## config.mk

```make
export PLATFORM = sky130hd
export DESIGN_NAME = addr_bit_latch
export DESIGN_NICKNAME = d
export VERILOG_FILES = /design/src/rtl/abl_pkg.sv /design/src/rtl/abl_mode_dec.sv /design/src/rtl/abl_sel_dec.sv /design/src/rtl/abl_bit_cell.sv /design/src/rtl/addr_bit_latch.sv
export SDC_FILE = /design/constraint.sdc
export NUM_CORES = 1
export LEC_CHECK = 0
export ABC_AREA = 1
export ABC_CLOCK_PERIOD_IN_PS = 800
export CORE_AREA = 2 2 39 41
export CTS_BUF_LIST = sky130_fd_sc_hd__clkbuf_4 sky130_fd_sc_hd__clkbuf_8
export CTS_CLUSTER_SIZE = 20
export DETAILED_ROUTE_END_ITERATION = 7
export DIE_AREA = 0 0 41 43
export HOLD_SLACK_MARGIN = 0.15
export PLACE_DENSITY = 0.77
export REMOVE_ABC_BUFFERS = 1
export SYNTH_ARGS = -nofsm -noshare
export SYNTH_HDL_FRONTEND = slang
export SYNTH_SLANG_ARGS = --single-unit
```

## constraint.sdc

```tcl
create_clock -name clk -period 0.8 [get_ports clk]
set_input_delay 0.12 -clock clk [delete_from_list [all_inputs] [get_ports clk]]
set_output_delay 0.12 -clock clk [all_outputs]
set_load 0.005 [all_outputs]
```

## src/rtl/abl_pkg.sv

```systemverilog
// Shared types for the addressable bit latch.
package abl_pkg;
    // Functional mode, decoded from the inhibit and clear controls.
    typedef enum logic [1:0] {
        MODE_HOLD  = 2'd0,
        MODE_WRITE = 2'd1,
        MODE_DEMUX = 2'd2,
        MODE_CLEAR = 2'd3
    } abl_mode_e;
endpackage

```

## src/rtl/abl_mode_dec.sv

```systemverilog
// Mode decoder: turns write-inhibit and clear-request into one mode.
// Priority: clear, then demultiplex, then write, then hold.
// Assumes both inputs are already synchronous to the block clock.
module abl_mode_dec
    import abl_pkg::*;
(
    input  logic      wr_inhibit,
    input  logic      clear_req,
    output abl_mode_e mode
);
    // Priority decode of the two control inputs.
    always_comb begin
        if (clear_req && wr_inhibit)  mode = MODE_CLEAR;
        else if (clear_req)           mode = MODE_DEMUX;
        else if (!wr_inhibit)         mode = MODE_WRITE;
        else                          mode = MODE_HOLD;
    end
endmodule

```

## src/rtl/abl_sel_dec.sv

```systemverilog
// Binary-to-one-hot select decoder. Bit n of hit is set when sel == n.
// Assumes WIDTH <= 2**SEL_W.
module abl_sel_dec #(
    parameter int WIDTH = 8,
    parameter int SEL_W = $clog2(WIDTH)
) (
    input  logic [SEL_W-1:0] sel,
    output logic [WIDTH-1:0] hit
);
    // One comparator per bit position.
    for (genvar i = 0; i < WIDTH; i++) begin : g_hit
        assign hit[i] = (sel == SEL_W'(i));
    end
endmodule

```

## src/rtl/abl_bit_cell.sv

```systemverilog
// One storage bit. It updates on the clock edge according to the mode
// and to whether this bit is the selected one.
// Assumes a synchronous active-low power-on reset.
module abl_bit_cell
    import abl_pkg::*;
(
    input  logic      clk,
    input  logic      rst_n,
    input  abl_mode_e mode,
    input  logic      hit,
    input  logic      din,
    output logic      q
);
    // Per-bit next-state update.
    always_ff @(posedge clk) begin
        if (!rst_n) begin
            q <= 1'b0;
        end else begin
            case (mode)
                MODE_CLEAR: q <= 1'b0;
                MODE_DEMUX: q <= hit & din;
                MODE_WRITE: if (hit) q <= din;
                default:    q <= q;
            endcase
        end
    end
endmodule

```

## src/rtl/addr_bit_latch.sv

```systemverilog
// Addressable bit latch, top level. It decodes the mode and the select,
// then drives WIDTH bit cells. Outputs are the registered bits.
// Assumes all inputs are synchronous to clk.
module addr_bit_latch
    import abl_pkg::*;
#(
    parameter int WIDTH = 8,
    localparam int SEL_W = (WIDTH > 1) ? $clog2(WIDTH) : 1
) (
    input  logic             clk,
    input  logic             rst_n,
    input  logic             wr_inhibit,
    input  logic             clear_req,
    input  logic [SEL_W-1:0] sel,
    input  logic             din,
    output logic [WIDTH-1:0] q
);
    abl_mode_e        mode;
    logic [WIDTH-1:0] hit;

    abl_mode_dec u_mode (
        .wr_inhibit (wr_inhibit),
        .clear_req  (clear_req),
        .mode       (mode)
    );

    abl_sel_dec #(.WIDTH(WIDTH), .SEL_W(SEL_W)) u_sel (
        .sel (sel),
        .hit (hit)
    );

    // Storage array, one cell per bit.
    for (genvar i = 0; i < WIDTH; i++) begin : g_cell
        abl_bit_cell u_cell (
            .clk   (clk),
            .rst_n (rst_n),
            .mode  (mode),
            .hit   (hit[i]),
            .din   (din),
            .q     (q[i])
        );
    end


    por_clear_chk: assert property (@(posedge clk)
        !rst_n |=> (q == '0));


    sel_onehot_chk: assert property (@(posedge clk) disable iff (!rst_n)
        $onehot(hit));


    write_bit_chk: assert property (@(posedge clk) disable iff (!rst_n)
        (!wr_inhibit && !clear_req) |=> (q[$past(sel)] == $past(din)));


    write_others_chk: assert property (@(posedge clk) disable iff (!rst_n)
        (!wr_inhibit && !clear_req) |=>
        ((q & ~(WIDTH'(1) << $past(sel))) == ($past(q) & ~(WIDTH'(1) << $past(sel)))));


    hold_stable_chk: assert property (@(posedge clk) disable iff (!rst_n)
        (wr_inhibit && !clear_req) |=> $stable(q));


    clear_all_chk: assert property (@(posedge clk) disable iff (!rst_n)
        (wr_inhibit && clear_req) |=> (q == '0));


    demux_value_chk: assert property (@(posedge clk) disable iff (!rst_n)
        (!wr_inhibit && clear_req) |=>
        (q == ((WIDTH'(1) << $past(sel)) & {WIDTH{$past(din)}})));


    demux_onehot_chk: assert property (@(posedge clk) disable iff (!rst_n)
        (!wr_inhibit && clear_req) |=> $onehot0(q));
endmodule

```

# Word level (Yosys, flattened, before mapping)
# Index checks and enable logic that the tools add are counted.
[totals] word_cells=64 out_inout_bits=8 inputBits=8 register_bits=8
[classes] muxes=19 bitwise=8 reduce_logical=11 n_eq_ne=18
[op_table] op="$pmux W1 S3" n=8
[op_table] op="$ne A2 B1 Y1 const B" n=8
[op_table] op="$reduce_and A2 Y1" n=8
[op_table] op="$eq A3 B3 Y1 const B" n=4
[op_table] op="$mux W1" n=9
[op_table] op="$and A1 B1 Y1" n=8
[op_table] op="$eq A3 B2 Y1 const B" n=2
[op_table] op="$eq A2 B2 Y1 const B" n=2
[op_table] op="$mux W2" n=2
[op_table] op="$eq A3 B1 Y1 const B" n=1
[op_table] op="$logic_not A3 Y1" n=1
[op_table] op="$reduce_bool A3 Y1" n=1
[op_table] op="$eq A2 B1 Y1 const B" n=1
[op_table] op="$logic_and A1 B1 Y1" n=1

# Longest topological paths before layout
# Gate-level depths: netlist of the first run.
[depth] ltp_word=6 mapped_depth=5 depth_no_buf=5

# Hierarchy
# A second synthesis of the first run with hierarchy kept.
[hier_totals] cells_unflattened=164 area_unflattened_um2=974.7
[modules_own_cells] module="abl_bit_cell" seq_area_each_um2=20.0 cells_per_inst=18 area_per_inst_um2=111.4 n_inst=8
[modules_own_cells] module="abl_sel_dec" seq_area_each_um2=0.0 cells_per_inst=15 area_per_inst_um2=56.3 n_inst=1
[modules_own_cells] module="abl_mode_dec" seq_area_each_um2=0.0 cells_per_inst=5 area_per_inst_um2=27.5 n_inst=1

# Worst setup path before layout of the first run
# Ideal clock, no wire load.
[synth_timing] path_kind="register -> register" start="register, netlist name g_cell[7].u_cell.q" end="register g_cell[7].u_cell.q" setup_slack_ns=0.179 stages_incl_launch_ff=5 path_buffers=0 required_ns=0.685 arrival_ns=0.506 synth_period_minus_slack_ns=0.621 setup_time_ns=0.115 cell_sequence="dfxtp_1 -> inv_1 -> nor2_1 -> a21oi_1 -> nor2_1"
[synth_lines] item="end signal: assignment" line_no="abl_bit_cell.sv:21" text="MODE_DEMUX: q <= hit & din;"
[synth_lines] item="end signal: assignment" line_no="abl_bit_cell.sv:22" text="MODE_WRITE: if (hit) q <= din;"
[synth_lines] item="end signal: assignment" line_no="abl_bit_cell.sv:23" text="default: q <= q;"
[synth_lines] item="end: declaration" line_no="abl_bit_cell.sv:12" text="output logic q"

# Worst setup path after layout of the first run
[layout_timing] start="register g_cell[0].u_cell.q" end="output q[0]"
[layout_lines] item="start: declaration" line_no="abl_bit_cell.sv:12"
[layout_lines] item="start signal: assignment" line_no="abl_bit_cell.sv:21"
[layout_lines] item="start signal: assignment" line_no="abl_bit_cell.sv:22"
[layout_lines] item="start signal: assignment" line_no="abl_bit_cell.sv:23"
[layout_lines] item="end: declaration" line_no="addr_bit_latch.sv:16" text="output logic [WIDTH-1:0] q"
# No word-level cell between the ends.

==> results of run 1 <==
[cells in the mapped netlist]
cell type | n | area share [%]
a21oi_1 | 8 | 8.0
inv_1 | 9 | 6.7
nor2_4 | 4 | 9.0
clkbuf_2 | 1 | 1.0
nor2_1 | 17 | 13
inv_2 | 3 | 2.2
dfxtp_1 | 8 | 32
buf_4 | 8 | 12
nand3_1 | 8 | 8.0
clkinv_1 | 1 | 0.75
nand2_1 | 9 | 6.7
buf_2 | 1 | 1.0
[worst max path at each step]
stage,slack [ns],endpoint,from,cells past startpoint
2_1_floorplan,0.17,g_cell[7].u_cell.q,g_cell[7].u_cell.q,4
3_3_place_gp,-0.39,g_cell[5].u_cell.q,sel[2],6
3_5_place_dp,-0.42,g_cell[4].u_cell.q,sel[0],5
4_1_cts,-0.006,q[0],g_cell[0].u_cell.q,1
5_1_grt,-0.02,q[0],g_cell[0].u_cell.q,1
6_report,-0.004,q[0],g_cell[0].u_cell.q,1
[power breakdown]
part / internal, mW / total [mW] / leakage [nW] / switching, mW
Combinational: 0.0626 / 0.147 / 0.193 / 0.0840
Sequential: 0.410 / 0.414 / 0.0687 / 0.00416
Clock: 0.172 / 0.314 / 0.0138 / 0.142
[metrics by stage]
step	std cells	area, sq um
2_1_floorplan	67	432
3_3_place_gp	99	609
3_5_place_dp	99	609
4_1_cts	102	602
5_1_grt	102	608
6_report	102	608
[placed cells by master (no fill, tap or decap)]
cell and n:
a21oi_1 8, buf_2 7, buf_6 2, clkbuf_4 3
clkdlybuf4s50_1 2, clkinv_1 1, dfxtp_2 8, dlygate4sd2_1 5
inv_1 8, inv_2 4, nand2_1 9, nand3_1 8
nor2_1 16, nor2_2 1, nor2_4 4
[kinds of logic (layout without fill, tap and decap cells)]
| group | count (synthesis) | after routing |
|---|---|---|
| AND/OR/NAND/NOR | 38 | 38 |
| buffers and inverters | 23 | 32 |
| AO/OA/AOI/OAI | 8 | 8 |
| flip-flops | 8 | 8 |
[cell type report]
| class | instances | area share (%) |
|---|---|---|
| repair buffers | 16 | 20.0 |
| flip-flops and latches | 8 | 28.0 |
| well taps | 16 | 3.29 |
| clock buffers | 3 | 3.70 |
| inverters | 13 | 8.02 |
| multi-input cells | 46 | 37.0 |
[routing by layer]
| layer | up-vias | track usage [%] | part of all wire, % |
|---|---|---|---|
| li1 | 244 | - | - |
| met1 | 183 | 17.9 | 49 |
| met2 | 15 | 15.0 | 42 |
| met3 | 4 | 1.57 | 6.8 |
| met4 | 0 | 8.00 | 2.1 |
| met5 | - | 0 | 0 |
[timing repair]
action / in CTS / in global routing
setup buffers: 0 / 0
pin swaps: 2 / 0
endpoints found under the setup margin: 16 / 16
gates resized for setup: 47 / 2
==> impl_metrics.py, run 1 <==
metrics = {
    "clocking": {
        "clock_latency_ns": 0.25,
        "cts_tree": "done",
        "htreeDepth": 1,
        "cts-root-buf": "clkbuf_4",
        "cts_made_buffers": 3,
        "clkSlewWorstSetupHoldPaths_ns": 0.05,
        "clockBufferDepth": 2,
        "hold_buffers": 0,
        "cts_sinks": 8,
    },
    "yosys": {
        "synth_top_family_by_area": "simple AND/OR/NAND/NOR gates",
        "syn_area_sq_um": 502,
        "syn-instance-count": 77,
        "syn_avg_cell_area_sq_um": 6.52,
        "ys_seq_area_share_pct": 31.9,
        "synth_compound_area_share_pct": 7.98,
        "synth_simple_gate_area_share_pct": 36.4,
        "synthAdderAreaFrac_pct": 0,
        "synth-xor-area-share_pct": 0,
        "ys_ff_latch": 8,
        "ys_warn_count": 0,
        "synth.area.mux_share_pct": 0,
        "yosysUniqueCellTypes": 12,
    },
    "route": {
        "first_pass_iters": 4,
        "via_count": 446,
        "route.detailed.drc": 0,
        "via_per_inst": 4.37,
        "drt-initial-drc-count": 2,
        "wire_per_inst_um": 8.48,
        "drtAntennaViolNets": 0,
        "wl_um": 865,
    },
    "min_path": {
        "hold_path_depth": 4,
        "hp-class": "in2reg",
        "whs_endpoint": "g_cell[0].u_cell.q",
        "hp-start": "sel[2]",
    },
    "grt": {
        "grt_overflow": 0,
        "antenna_found_initial": 0,
        "grt_pass1_wl_mm": 1.45,
        "grt_max_degree": 9,
        "track_usage_pct": 11.9,
        "grt_pass1_vias": 362,
    },
    "die": {
        "pin_count": 16,
        "core_sq_um": 1380,
        "dieArea_sq_um": 1760,
        "die_h_um": 43,
        "fp-row-count": 14,
        "initial_core_util_pct": 36.3,
        "die_w_um": 41,
    },
    "critical_path": {
        "crit_slowest_cell": "dfxtp_2",
        "cp_cell_sequence": "buf_2",
        "path_class": "reg2out",
        "cpPeakStageDelay_ns": 0.31,
        "cpLargestDelayFamily": "flip-flops",
        "rrSetupSlack_ns": 0.12,
        "arrival_ns": 0.68,
        "endpoint_kind": "output port",
        "r2r-start": "g_cell[7].u_cell.q",
        "worst-path-buf-inv": 1,
        "timing.rr.end": "g_cell[7].u_cell.q",
        "path_max_fanout": 2,
        "critPathRequiredTime_ns": 0.68,
        "cp-start-kind": "flip-flop",
        "reg2regPathDepth": 4,
    },
    "sta": {
        "whs_ns": 0.418,
        "drv_slew": 0,
        "maxSlewHeadroom_pct": 82.0,
        "layout_min_cycle_time_ns": 0.804,
        "final.setup.tns_ns": -0.00872,
        "period_share_pct": 101,
        "fmax_mhz": 1240,
        "fin_ws_ns": -0.00417,
        "setup_violations": 5,
        "worst_pin_slew_ns": 0.270,
        "fin_skew_ns": 0,
        "hold_viol_final": 0,
        "grt_setup_unrepaired": "yes",
    },
    "placed_design": {
        "gp_congestion": 0.770,
        "dpl_worst_slack_ns": -0.425,
        "detailed_place_hpwl_um": 614,
        "portBuffers": 15,
    },
    "layout": {
        "drive_gt1_share_pct": 33.7,
        "regArea_sq_um": 170,
        "antenna_cells": 0,
        "top_regs": "g_cell.u_cell.q x8",
        "fin_util_pct": 43.9,
        "area_delta_synth_final_pct": 21.2,
        "fill_cells": 159,
        "multi_input_area_sq_um": 225,
        "largest_register_ffs": 8,
        "nets": 96,
        "top_register": "g_cell.u_cell.q",
    },
    "pwr": {
        "p_total_mw": 0.874,
        "p_per_area_nw_per_um2": 1440,
        "leakage_nw": 0.276,
        "ir_worst_vdd_mv": 0.810,
    },
    "status": {
        "violations": "setup timing",
        "status": "complete, but fails checks",
    },
    "flow_run": {
        "max_cap_violations": 0,
    },
}
Power figures use the tool's default switching activity.
==> run 2, diff against run 1 <==
--- a/config.mk
+++ b/config.mk
@@ -7,13 +7,14 @@
 export LEC_CHECK = 0
 export ABC_AREA = 1
 export ABC_CLOCK_PERIOD_IN_PS = 800
-export CORE_AREA = 2 2 39 41
+export CORE_AREA = 3 3 40 42
 export CTS_BUF_LIST = sky130_fd_sc_hd__clkbuf_4 sky130_fd_sc_hd__clkbuf_8
 export CTS_CLUSTER_SIZE = 20
 export DETAILED_ROUTE_END_ITERATION = 7
-export DIE_AREA = 0 0 41 43
+export DIE_AREA = 0 0 43 45
 export HOLD_SLACK_MARGIN = 0.15
 export PLACE_DENSITY = 0.77
+export RECOVER_POWER = 50
 export REMOVE_ABC_BUFFERS = 1
 export SYNTH_ARGS = -nofsm -noshare
 export SYNTH_HDL_FRONTEND = slang
==> run 2 against run 1 <==
Against the previous run: the flow still finishes with violations (setup timing); cell area grew 3.3%; critical path depth is the same; first-iteration DRC count grew to 6.5 times the previous value; setup slack lost 0.017 ns; clock power grew 2%; sequential share of layout area shrank 0.89 points; flip-flop and latch count is the same; register-to-register slack lost 0.03 ns; power grew 1.9%; count of clock-buffer cells in the layout is the same; fmax shrank 2.1%; via count grew 7.8%; critical path type unchanged; largest cell class unchanged; largest power group unchanged; highest routed layer unchanged.
==> impl_metrics.py, run 2 (synthesized netlist as in run 1, its figures left out) <==
metrics = {
    "die": {
        "fp-row-count": 13,
        "dieArea_sq_um": 1940,
        "die_h_um": 45,
        "die_w_um": 43,
        "initial_core_util_pct": 39.0,
        "pin_count": 16,
        "core_sq_um": 1280,
    },
    "route": {
        "drtAntennaViolNets": 0,
        "wl_mm": 1.08,
        "drt-initial-drc-count": 13,
        "via_count": 481,
        "wire_per_inst_um": 10.5,
        "route.detailed.drc": 0,
        "via_per_inst": 4.72,
        "first_pass_iters": 4,
    },
    "min_path": {
        "hp-start": "rst_n",
        "whs_endpoint": "g_cell[5].u_cell.q",
        "hp-class": "in2reg",
        "hold_path_depth": 3,
    },
    "pwr": {
        "p_per_area_nw_per_um2": 1420,
        "leakage_nw": 0.292,
        "ir_worst_vdd_mv": 0.717,
    },
    "layout": {
        "final_common_cell": "nor2_1",
        "mostFrequentLayoutCells": "nor2_1 (16), nand2_1 (9), inv_1 (9)",
        "top_regs": "g_cell.u_cell.q x8",
        "largest_register_ffs": 8,
        "fin_util_pct": 48.9,
        "fill_cells": 138,
        "antenna_cells": 0,
        "nets": 97,
        "drive_gt1_share_pct": 34.5,
        "top_register": "g_cell.u_cell.q",
        "area_delta_synth_final_pct": 25.2,
        "instances_no_fill": 102,
    },
    "sta": {
        "maxSlewHeadroom_pct": 79.9,
        "fmax_mhz": 1220,
        "layout_min_cycle_time_ns": 0.822,
        "fin_ws_ns": -0.0215,
        "drv_slew": 0,
        "grt_setup_unrepaired": "yes",
        "hold_viol_final": 0,
        "fin_skew_ns": 0,
        "worst_pin_slew_ns": 0.302,
        "setup_violations": 5,
        "period_share_pct": 103,
    },
    "grt": {
        "grt_pass1_wl_mm": 1.73,
        "grt_max_degree": 9,
        "antenna_found_initial": 0,
        "track_usage_pct": 12.5,
        "grt_pass1_vias": 427,
        "grt_overflow": 0,
    },
    "critical_path": {
        "path_max_fanout": 2,
        "cp-start-kind": "flip-flop",
        "critPathRequiredTime_ns": 0.68,
        "cpPeakStageDelay_ns": 0.32,
        "cp_cell_sequence": "buf_2",
        "timing.rr.end": "g_cell[7].u_cell.q",
        "path_class": "reg2out",
        "r2r-start": "g_cell[7].u_cell.q",
        "endpoint_kind": "output port",
        "worst-path-buf-inv": 1,
        "rrSetupSlack_ns": 0.09,
        "arrival_ns": 0.70,
        "crit_slowest_cell": "dfxtp_2",
        "cpLargestDelayFamily": "flip-flops",
        "reg2regPathDepth": 4,
    },
    "clocking": {
        "cts_setup_buffers": 0,
        "clockBufferDepth": 2,
        "hold_buffers": 0,
        "cts_made_buffers": 3,
        "htreeDepth": 1,
        "cts_tree": "done",
        "cts-root-buf": "clkbuf_4",
        "clkSlewWorstSetupHoldPaths_ns": 0.06,
        "cts_sinks": 8,
        "clock_latency_ns": 0.26,
    },
    "placed_design": {
        "detailed_place_hpwl_um": 756,
        "place_inst": 99,
        "gp_congestion": 0.758,
        "portBuffers": 15,
    },
    "status": {
        "violations": "setup timing",
        "status": "complete, but fails checks",
    },
    "flow_run": {
        "max_cap_violations": 0,
    },
}
## run 2: area by class of cell
| cell class | count | area, sq um | share of cell area [%] |
|---|---|---|---|
| sequential | 8 | 170 | 27.1 |
| multi-input combinational | 46 | 224 | 35.7 |
| tap | 15 | 18.8 | 2.99 |
| inverter | 13 | 48.8 | 7.77 |
| clock buffer | 3 | 22.5 | 3.59 |
| timing repair buffer | 17 | 144 | 22.9 |
## run 2: stage by stage
stage          hold slack (ns)  TNS, ns  setup slack, ns  area, sq um  total power [mW]
3_3_place_gp             0.562    -4.04           -0.401          616             0.582
4_1_cts                  0.434  -0.0957          -0.0202          608             0.889
6_report                 0.232  -0.0661          -0.0215          628             0.891
5_1_grt                  0.259   -0.287          -0.0501          628             0.949
2_1_floorplan            0.241        0            0.168          432             0.492
3_5_place_dp             0.570    -4.30           -0.434          616             0.586
## run 2: what timing repair did
item | 4_1_cts | 5_1_grt
hold endpoints to repair | 0 | 0
gates cloned | 0 | 0
gates resized for setup | 47 | 6
setup endpoints to repair | 16 | 16
pin swaps | 2 | 1
## run 2: worst reg2reg max path, cell delays in order (launching register included)
cell and delay (ns):
dfxtp_2 0.32, inv_1 0.03, nor2_1 0.14, a21oi_2 0.05, nor2_1 0.10
## run 2: power breakdown
group	switching [mW]	internal [mW]	total [mW]
sequential	0.00523	0.410	0.415
combinational	0.0873	0.0670	0.154
clock	0.149	0.172	0.321
total	0.241	0.650	0.891
## run 2: how the worst max path moves through the flow
stage | startpoint | end | slack [ns] | cells past startpoint
5_1_grt | g_cell[1].u_cell.q | q[1] | -0.05 | 1
3_3_place_gp | sel[2] | g_cell[7].u_cell.q | -0.40 | 6
6_report | g_cell[4].u_cell.q | q[4] | -0.02 | 1
4_1_cts | g_cell[4].u_cell.q | q[4] | -0.02 | 1
2_1_floorplan | g_cell[7].u_cell.q | g_cell[7].u_cell.q | 0.17 | 4
3_5_place_dp | sel[2] | g_cell[7].u_cell.q | -0.43 | 6
## run 2: routing by layer
metal  global-route usage (%)  share of wire, %
met2                     22.2                50
met3                     2.39               6.2
met5                        0                 0
met4                     10.8               3.3
met1                     12.6                40
==> run 3, diff against run 2 <==
--- a/config.mk
+++ b/config.mk
@@ -5,15 +5,14 @@
 export SDC_FILE = /design/constraint.sdc
 export NUM_CORES = 1
 export LEC_CHECK = 0
-export ABC_AREA = 1
 export ABC_CLOCK_PERIOD_IN_PS = 800
-export CORE_AREA = 3 3 40 42
+export CORE_AREA = 3 3 43 45
 export CTS_BUF_LIST = sky130_fd_sc_hd__clkbuf_4 sky130_fd_sc_hd__clkbuf_8
 export CTS_CLUSTER_SIZE = 20
 export DETAILED_ROUTE_END_ITERATION = 7
-export DIE_AREA = 0 0 43 45
+export DIE_AREA = 0 0 46 48
 export HOLD_SLACK_MARGIN = 0.15
-export PLACE_DENSITY = 0.77
+export PLACE_DENSITY = 0.65
 export RECOVER_POWER = 50
 export REMOVE_ABC_BUFFERS = 1
 export SYNTH_ARGS = -nofsm -noshare
==> run 3 against run 2 <==
Against the previous run: the run still ends with setup timing left; via count fell by 25%; synthesized area down 11%; clock skew unchanged; critical endpoint unchanged; combinational power fell by 23%; largest cell class unchanged; power shrank 6.2%; die area up 14%.
==> impl_metrics.py, run 3 <==
metrics = {
    "flow_run": {
        "max_cap_violations": 0,
    },
    "layout": {
        "top_register": "g_cell.u_cell.q",
        "instances_no_fill": 73,
        "regArea_sq_um": 168,
        "drive_gt1_share_pct": 57.9,
        "mostFrequentLayoutCells": "nand3b_1 (8), mux2i_1 (8), buf_2 (7)",
        "largest_register_ffs": 8,
        "fin_util_pct": 40.4,
        "antenna_cells": 0,
        "multi_input_area_sq_um": 244,
        "top_regs": "g_cell.u_cell.q x8",
        "nets": 67,
        "area_delta_synth_final_pct": 36.0,
        "fill_cells": 156,
    },
    "critical_path": {
        "cpPeakStageDelay_ns": 0.33,
        "path_class": "reg2out",
        "critPathRequiredTime_ns": 0.68,
        "reg2regPathDepth": 3,
        "cp_cell_sequence": "buf_6",
        "cp-start-kind": "flip-flop",
        "path_max_fanout": 2,
        "crit_slowest_cell": "dfxtp_2",
        "worst-path-buf-inv": 1,
        "endpoint_kind": "output port",
        "rrSetupSlack_ns": 0.10,
        "cpLargestDelayFamily": "flip-flops",
        "timing.rr.end": "g_cell[6].u_cell.q",
        "arrival_ns": 0.68,
        "r2r-start": "g_cell[6].u_cell.q",
    },
    "yosys": {
        "async_flop_share_pct": 0,
        "syn_area_sq_um": 448,
        "ys_warn_count": 0,
        "synth_top_area_share_pct": 35.8,
        "ys.flop_type": "dfxtp_1",
        "yosysUniqueCellTypes": 11,
        "synthTopCellsByCount": "buf_4 (8), dfxtp_1 (8), mux2i_1 (8), nand3b_1 (8), nor4b_1 (3)",
        "ys_ff_latch": 8,
        "ys_seq_area_share_pct": 35.8,
        "synth-edff-count": 0,
        "syn-instance-count": 42,
        "synth_top_area_cell": "dfxtp_1",
        "syn_avg_cell_area_sq_um": 10.7,
        "yosys-top-cells-area": "dfxtp_1 (36%), mux2i_1 (18%), buf_4 (13%), nand3b_1 (13%), nor4b_1 (5.9%)",
    },
    "route": {
        "wire_per_inst_um": 12.9,
        "via_count": 362,
        "via_per_inst": 4.96,
        "drt-initial-drc-count": 2,
        "route.detailed.drc": 0,
        "first_pass_iters": 3,
        "drtAntennaViolNets": 0,
        "wl_um": 940,
    },
    "grt": {
        "grt_pass1_vias": 349,
        "grt_overflow": 0,
        "gr-max-usage-layer": "met2",
        "met1_usage_pct": 10.8,
        "met2_usage_pct": 15.1,
        "grt_max_degree": 9,
        "antenna_found_initial": 0,
        "track_usage_pct": 9.63,
        "grt_pass1_wl_mm": 1.46,
        "use_met3_pct": 3.38,
    },
    "die": {
        "die_w_um": 46,
        "initial_core_util_pct": 29.7,
        "core_sq_um": 1510,
        "pin_count": 16,
        "dieArea_sq_um": 2210,
        "fp-row-count": 14,
        "die_h_um": 48,
    },
    "sta": {
        "grt_setup_unrepaired": "yes",
        "maxSlewHeadroom_pct": 80.1,
        "period_share_pct": 100,
        "drv_slew": 0,
        "layout_min_cycle_time_ns": 0.804,
        "setup_violations": 3,
        "fin_ws_ns": -0.00386,
        "final.setup.tns_ns": -0.00799,
        "hold_viol_final": 0,
        "fmax_mhz": 1240,
        "worst_pin_slew_ns": 0.296,
        "fin_skew_ns": 0,
    },
    "status": {
        "violations": "setup timing",
        "status": "complete, but fails checks",
    },
    "pwr": {
        "leakage_nw": 0.252,
        "ir_worst_vdd_mv": 0.500,
        "p_total_mw": 0.835,
        "p_per_area_nw_per_um2": 1370,
    },
    "clocking": {
        "cts-root-buf": "clkbuf_4",
        "hold_buffers": 0,
        "clkSlewWorstSetupHoldPaths_ns": 0.06,
        "clock_latency_ns": 0.25,
        "clockBufferDepth": 2,
        "cts_made_buffers": 3,
        "cts_tree": "done",
        "htreeDepth": 1,
        "cts_sinks": 8,
    },
    "placed_design": {
        "gp_congestion": 0.766,
        "detailed_place_hpwl_um": 629,
        "place_inst": 70,
        "portBuffers": 15,
    },
    "min_path": {
        "hold_path_depth": 3,
        "hp-class": "in2reg",
        "hp-start": "sel[0]",
        "whs_endpoint": "g_cell[2].u_cell.q",
    },
}
-- run 3: repair_timing --
action	4_1_cts	5_1_grt
endpoints found under the setup margin	16	14
pin swaps	0	1
resized for setup	55	9
hold endpoints to repair	0	0
cloned	0	0
setup buffers	0	0
-- run 3: cell type report --
type	count	share of cell area [%]
multi-input combinational	25	40.0
clock buffer	3	3.70
sequential	8	27.5
tap	16	3.29
timing repair buffer	21	25.5
-- run 3: where the power goes --
part | leakage, nW | internal, mW | switching (mW)
clock network | 0.0138 | 0.172 | 0.138
logic | 0.171 | 0.0643 | 0.0539
registers | 0.0676 | 0.405 | 0.00290
-- run 3: how the worst max path moves through the flow --
stage                  startpoint            endpoint  slack [ns]  cells past startpoint
2_1_floorplan              sel[1]  g_cell[1].u_cell.q        0.07                      2
3_3_place_gp               sel[2]  g_cell[1].u_cell.q       -0.54                      3
3_5_place_dp               sel[2]  g_cell[4].u_cell.q       -0.55                      3
4_1_cts        g_cell[4].u_cell.q                q[4]       -0.02                      1
5_1_grt        g_cell[4].u_cell.q                q[4]       -0.05                      1
6_report       g_cell[4].u_cell.q                q[4]      -0.004                      1
-- run 3: routing by layer --
metal  vias up  routed length, um
met3         0                 88
met5         -                  0
met4         0                  0
li1        180                  -
met2        11                395
met1       171                456
-- run 3: logic make-up (layout without fill, tap and decap cells) --
logic type | after synthesis | count (layout) | share of synthesized area [%]
simple gates | 17 | 17 | 31.8
mux | 8 | 8 | 17.9
buf+inv | 9 | 24 | 14.5
flops | 8 | 8 | 35.8
-- run 3: stage by stage --
step                worst slack, ns  instance area (sq um)  hold slack, ns
detailed placement           -0.554                    598           0.480
floorplan                    0.0737                    383           0.282
finish                     -0.00386                    609           0.230
global placement             -0.535                    598           0.478
CTS                         -0.0210                    613           0.325
global route                -0.0451                    609           0.250
-- run 3: tightest hold or removal path, cell delays in order --
cell,delay [ns]
buf_2,0.14
nor4b_2,0.07
mux2i_1,0.11
